### src/rtl/oag_pkg.sv
package oag_pkg;

    typedef enum logic [1:0] {
        PH_ADDR = 2'd0,
        PH_WORD = 2'd1,
        PH_LO   = 2'd2,
        PH_HI   = 2'd3
    } phase_e;

    typedef enum logic [1:0] {
        UPD_NONE   = 2'd0,
        UPD_INC    = 2'd1,
        UPD_PREDEC = 2'd2
    } upd_e;

    typedef enum logic [2:0] {
        S_IDLE  = 3'd0,
        S_FETCH = 3'd1,
        S_WORD  = 3'd2,
        S_LO    = 3'd3,
        S_HI    = 3'd4
    } state_e;

endpackage

### src/rtl/oag_ptr_rule.sv
module oag_ptr_rule
    import oag_pkg::*;
#(
    parameter int RSW      = 3,
    parameter int AUTO_LO  = 4,
    parameter int AUTO_HI  = 5,
    parameter int SP_IDX   = 6,
    parameter int PC_IDX   = 7
) (
    input  logic [RSW-1:0] sel,
    input  logic           is_write,
    output upd_e           rule
);
    always_comb begin
        rule = UPD_NONE;
        if (int'(sel) >= AUTO_LO && int'(sel) <= AUTO_HI) begin
            rule = UPD_INC;
        end else if (int'(sel) == SP_IDX) begin
            rule = is_write ? UPD_PREDEC : UPD_INC;
        end else if (int'(sel) == PC_IDX) begin
            rule = UPD_INC;
        end
    end
endmodule

### src/rtl/oag_step.sv
module oag_step
    import oag_pkg::*;
#(
    parameter int AW = 16
) (
    input  logic [AW-1:0] base,
    input  upd_e          rule,
    output logic [AW-1:0] addr,
    output logic [AW-1:0] next
);
    localparam logic [AW-1:0] ONE = AW'(1);

    always_comb begin
        addr = (rule == UPD_PREDEC) ? base - ONE : base;
        unique case (rule)
            UPD_INC:    next = base + ONE;
            UPD_PREDEC: next = base - ONE;
            default:    next = base;
        endcase
    end
endmodule

### src/rtl/opaddr_gen.sv
module opaddr_gen
    import oag_pkg::*;
#(
    parameter int AW     = 16,
    parameter int NREG   = 8,
    parameter int SP_IDX = 6,
    parameter int PC_IDX = 7
) (
    input  logic                 clk,
    input  logic                 rst_n,
    input  logic                 start,
    input  logic [2:0]           op_mode,
    input  logic                 op_write,
    input  logic                 op_dbd,
    input  logic [NREG*AW-1:0]   reg_vals,
    input  logic                 acc_ready,
    input  logic [AW-1:0]        rdata,
    output logic                 acc_valid,
    output logic [AW-1:0]        acc_addr,
    output logic                 acc_write,
    output logic [1:0]           acc_phase,
    output logic                 ptr_we,
    output logic [2:0]           ptr_sel,
    output logic [AW-1:0]        ptr_val,
    output logic                 done
);
    localparam int RSW = $clog2(NREG);
    localparam logic [AW-1:0] ONE = AW'(1);

    typedef struct packed {
        state_e        st;
        logic [AW-1:0] base;
        logic [RSW-1:0] sel;
        logic          wr;
        logic          dbd;
        logic          dir;
    } ctx_t;

    ctx_t q, d;

    upd_e           reg_rule;
    upd_e           step_rule;
    logic [AW-1:0]  step_addr;
    logic [AW-1:0]  step_next;
    logic [RSW-1:0] start_sel;

    oag_ptr_rule #(
        .RSW(RSW), .AUTO_LO(4), .AUTO_HI(5), .SP_IDX(SP_IDX), .PC_IDX(PC_IDX)
    ) u_rule (
        .sel(q.sel), .is_write(q.wr), .rule(reg_rule)
    );

    // direct mode walks its own address upward without touching a register
    assign step_rule = q.dir ? UPD_INC : reg_rule;

    oag_step #(.AW(AW)) u_step (
        .base(q.base), .rule(step_rule), .addr(step_addr), .next(step_next)
    );

    assign start_sel = (op_mode == 3'd0) ? RSW'(PC_IDX) : RSW'(op_mode);

    always_comb begin
        d         = q;
        acc_valid = (q.st != S_IDLE);
        acc_addr  = '0;
        acc_write = 1'b0;
        acc_phase = PH_WORD;
        ptr_we    = 1'b0;
        ptr_sel   = '0;
        ptr_val   = '0;
        done      = 1'b0;
        unique case (q.st)
            S_IDLE: begin
                if (start) begin
                    d.sel  = start_sel;
                    d.base = reg_vals[int'(start_sel)*AW +: AW];
                    d.wr   = op_write;
                    d.dbd  = op_dbd & ~op_write;
                    d.dir  = (op_mode == 3'd0);
                    if (op_mode == 3'd0)            d.st = S_FETCH;
                    else if (op_dbd && !op_write)   d.st = S_LO;
                    else                            d.st = S_WORD;
                end
            end
            S_FETCH: begin
                acc_addr  = q.base;
                acc_phase = PH_ADDR;
                if (acc_ready) begin
                    ptr_we  = 1'b1;
                    ptr_sel = 3'(PC_IDX);
                    ptr_val = q.base + ONE;
                    d.base  = rdata;
                    d.st    = q.dbd ? S_LO : S_WORD;
                end
            end
            default: begin
                acc_addr  = step_addr;
                acc_write = (q.st == S_WORD) && q.wr;
                acc_phase = (q.st == S_WORD) ? PH_WORD :
                            (q.st == S_LO)   ? PH_LO : PH_HI;
                if (acc_ready) begin
                    ptr_we  = !q.dir && (reg_rule != UPD_NONE);
                    ptr_sel = 3'(q.sel);
                    ptr_val = step_next;
                    d.base  = step_next;
                    if (q.st == S_LO) begin
                        d.st = S_HI;
                    end else begin
                        d.st = S_IDLE;
                        done = 1'b1;
                    end
                end
            end
        endcase
    end

    always_ff @(posedge clk or negedge rst_n) begin
        if (!rst_n) begin
            q <= '{st: S_IDLE, base: '0, sel: '0, wr: 1'b0, dbd: 1'b0, dir: 1'b0};
        end else begin
            q <= d;
        end
    end


    stall_hold_chk: assert property (@(posedge clk) disable iff (!rst_n)
        (acc_valid && !acc_ready) |=> (acc_valid && $stable(acc_addr) && $stable(acc_phase)));


    stall_quiet_chk: assert property (@(posedge clk) disable iff (!rst_n)
        (ptr_we || done) |-> (acc_valid && acc_ready));


    fixed_ptr_chk: assert property (@(posedge clk) disable iff (!rst_n)
        ptr_we |-> (int'(ptr_sel) >= 4));


    push_predec_chk: assert property (@(posedge clk) disable iff (!rst_n)
        (ptr_we && int'(ptr_sel) == SP_IDX && acc_write) |-> (ptr_val == acc_addr));


    post_inc_chk: assert property (@(posedge clk) disable iff (!rst_n)
        (ptr_we && !(int'(ptr_sel) == SP_IDX && acc_write)) |-> (ptr_val == acc_addr + ONE));


    byte_read_only_chk: assert property (@(posedge clk) disable iff (!rst_n)
        (acc_valid && acc_phase[1]) |-> !acc_write);


    lo_then_hi_chk: assert property (@(posedge clk) disable iff (!rst_n)
        (acc_valid && acc_ready && acc_phase == PH_LO) |=> (acc_valid && acc_phase == PH_HI));


    idle_after_done_chk: assert property (@(posedge clk) disable iff (!rst_n)
        done |=> !acc_valid);

endmodule

### config.mk
export PLATFORM = sky130hd
export DESIGN_NAME = opaddr_gen
export DESIGN_NICKNAME = d
export VERILOG_FILES = /design/src/rtl/oag_pkg.sv /design/src/rtl/oag_ptr_rule.sv /design/src/rtl/oag_step.sv /design/src/rtl/opaddr_gen.sv
export SDC_FILE = /design/constraint.sdc
export NUM_CORES = 1
export LEC_CHECK = 0
export BUFFER_PORTS_ARGS = -buffer_cell sky130_fd_sc_hd__buf_2
export CAP_MARGIN = 40
export CORE_MARGIN = 2
export CORE_UTILIZATION = 45
export DETAILED_ROUTE_END_ITERATION = 10
export GPL_ROUTABILITY_DRIVEN = 0
export MAX_ROUTING_LAYER = met4
export PLACE_DENSITY = 0.77
export SLEW_MARGIN = 20
export SYNTH_ARGS = -nofsm -noshare
export SYNTH_HDL_FRONTEND = slang
export SYNTH_SLANG_ARGS = --single-unit
export TNS_END_PERCENT = 1
### constraint.sdc
create_clock -name clk -period 9.3 [get_ports clk]
set_clock_uncertainty 0.05 [all_clocks]
set_input_delay 1.395 -clock clk [delete_from_list [all_inputs] [get_ports clk]]
set_output_delay 1.395 -clock clk [all_outputs]
set_load 0.005 [all_outputs]
==> flow_metrics.py <==
metrics = {
    "sta": {
        "slew_headroom": 0.523,
        "hold_viol_final": 0,
        "period_needed_ps": 4830,
        "drv_slew": 0,
        "rsz0062_at_grt": "false",
        "period_share": 0.519,
        "fin_setup_tns_ps": 0,
        "worstMarginPinSlew_ps": 715,
        "max_freq_ghz": 0.207,
        "setup_viol": 0,
    },
    "power_and_ir_drop": {
        "power_density_nw_per_um2": 260,
        "power_frac_comb": 0.709,
        "pwr-share-seq": 0.240,
        "internal_power_uw": 595,
        "p_sw_uw": 734,
        "max-vdd-ir-drop_uv": 110,
        "p_leak_uw": 0.00220,
        "swShare": 0.552,
        "pwr-share-clk": 0.051,
    },
    "logic_synthesis": {
        "synth-main-ff-cell": "dfrtp_1",
        "ys_seq_area_frac": 0.148,
        "synthesis.area_um2": 4220,
        "yosys.cell_count.top_type": "o21ai_0",
        "syn_nets": 735,
        "synth_common_cells": "o21ai_0 (57), clkbuf_1 (56), nand2_1 (51)",
        "postSynthCellCount": 577,
        "synth_top_area_share": 0.148,
        "synth_edf_count": 0,
        "async_reset_ff_frac": 1.00,
        "synthTopCellsByArea": "dfrtp_1 (15%), mux2_2 (8.3%), o21ai_0 (6.8%), mux4_2 (6.4%), clkbuf_1 (5.0%)",
        "yosysWarnings": 0,
        "syn_area_per_cell_um2": 7.32,
        "yosys.area.top_type": "dfrtp_1",
        "ys_types": 64,
        "ys_ff_latch": 25,
    },
    "worst_setup_path": {
        "path_class": "flip-flop to output port",
        "worstRegToRegCells": 5,
        "rr_startpoint": "q[8]",
        "rr_endpoint": "q[21]",
        "endpoint_kind": "output port",
        "required_ps": 7860,
        "r2r_slack_ps": 6130,
        "critPathLaunchType": "flip-flop",
        "worst_ep_arrival_time_ps": 3380,
        "cp_max_fo": 15,
    },
    "floorplanning": {
        "die_area_um2": 10200,
        "core_area_um2": 9150,
        "num_rows": 35,
        "fp.dieW_um": 101,
        "boundaryPins": 194,
        "start_util": 0.461,
        "die_h_um": 101,
    },
    "clock_network": {
        "cts-root-buf": "clkbuf_8",
        "cts_buffers": 3,
        "h-tree-depth": 1,
        "ctsHoldBuffers": 0,
        "clk_pin_slew_ps": 100,
        "clockBufferDepth": 2,
        "post_cts_buffers": 0,
        "cts_resized": 0,
        "cts_num_sinks": 25,
        "cts_tree": "built",
        "clock_latency_ps": 270,
    },
    "layout": {
        "reg.largest.list": "q x25",
        "largest_reg_flops": 25,
        "nFillCells": 875,
        "top_register": "q",
        "drive_above_1_share": 0.350,
        "n_antenna_cell": 0,
        "area_delta_synth_final_pct": 20.9,
        "nets": 856,
        "stdcell_area_um2": 5110,
    },
    "global_route": {
        "grt_start_max_net_pins": 47,
        "track_usage": 0.292,
        "grt-ovfl-total": 0,
        "antenna_found_initial": 0,
        "grt_pass1_wl_um": 23400,
        "grt_pass1_vias": 4716,
    },
    "min_path": {
        "hold_depth": 2,
        "min_to": "q[1]",
        "hp-start": "q[1]",
        "hold_path_class": "flip-flop to flip-flop",
    },
    "route": {
        "wl_per_cell_um": 18.6,
        "routed_wl_um": 15000,
        "drtIter0Drc": 458,
        "vias_per_cell": 6.40,
        "ant_nets": 0,
        "dr.pass1.iters": 5,
        "vias": 5175,
        "route.detailed.drc": 0,
    },
    "place": {
        "hpwl_um": 11400,
        "port_buffers": 177,
        "placed_cell_area_um2": 5030,
    },
    "run": {
        "maxCapViolCount": 0,
    },
    "status": {
        "status": "completed",
    },
}
[through the flow]
step                      std cells  power [µW]  utilization  worst slack, ps  hold slack [ps]
after floorplan                 577         958            -             5290              396
after global placement          800        1190        0.546             4480              410
after detailed placement        803        1230        0.549             4820              413
after CTS                       807        1300        0.555             4500              438
after global routing            808        1430        0.558             4290              467
final                           808        1330        0.558             4470              437
[cell usage in the layout (no fill, tap or decap), types with 7 or more instances in the layout]
master    synthesis  layout
a21boi_0          7       7
a21o_1            8       8
a21oi_1          32      32
a22o_1            8       8
a22oi_1          12      12
a31oi_1          13      13
and2_1            7       7
buf_2             8     177
dfrtp_1          25      25
inv_1            11      11
mux2_2           31      31
mux2i_1           8       8
mux4_2           12      12
nand2_1          51      51
nand2b_1          7       7
nand3_1          15      15
nor2_1           41      41
nor3_1           11      11
nor4_1           10      10
o21a_1           16      16
o21ai_0          57      57
o22ai_1          13      13
o31ai_1           7       7
or3_1             7       7
xnor2_1           8       8
[final cells by class]
type                       count  area, µm²  area share
inverter                      11       41.3     0.00809
multi-input combinational    472       3280       0.642
tap                          111        139      0.0272
timing repair buffer         185        973       0.191
sequential                    25        626       0.123
clock inverter                 1       8.76     0.00172
clock buffer                   3       41.3     0.00809
[metal layers]
metal  track usage  up-vias  wire (µm)
met5             -        -          0
met4        0.0822        0        257
met3        0.0270       24       1370
met2         0.469      322       7270
met1         0.393     2399       6120
li1              -     2430          -
[cell families after synthesis]
logic type / Yosys count / share of synthesized area
compound gates: 215 / 0.336
simple gates: 189 / 0.233
buf+inv: 80 / 0.0773
mux: 51 / 0.166
flops: 25 / 0.148
xor+xnor: 12 / 0.0249
fa+ha+maj: 5 / 0.0148
[how the worst max path moves through the flow]
stage / from / endpoint / slack, ps / depth (start not counted)
6_report: q[3] / acc_addr[15] / 4470 / 9
5_1_grt: q[8] / ptr_val[15] / 4290 / 6
4_1_cts: q[3] / acc_addr[15] / 4500 / 9
3_5_place_dp: q[3] / acc_addr[15] / 4820 / 9
3_3_place_gp: q[3] / acc_addr[15] / 4480 / 9
2_1_floorplan: q[3] / ptr_val[10] / 5290 / 9
[power groups by stage]
stage,combinational (µW),clock [µW],sequential [µW]
global placement,891,0,301
CTS,926,68.6,308
finish,942,67.5,319
detailed placement,923,0,310
floorplan,768,0,190
global route,1030,71.9,330
[critical path, cell delays in order (launching register included)]
cell      delay [ps]
dfrtp_1          410
nand3b_1         180
or3b_2           470
inv_1             70
ha_1             500
inv_1            310
or4_4            640
o31ai_1          250
a31oi_1          120
buf_2            160
Note: power is estimated with default switching activity, not from simulation.
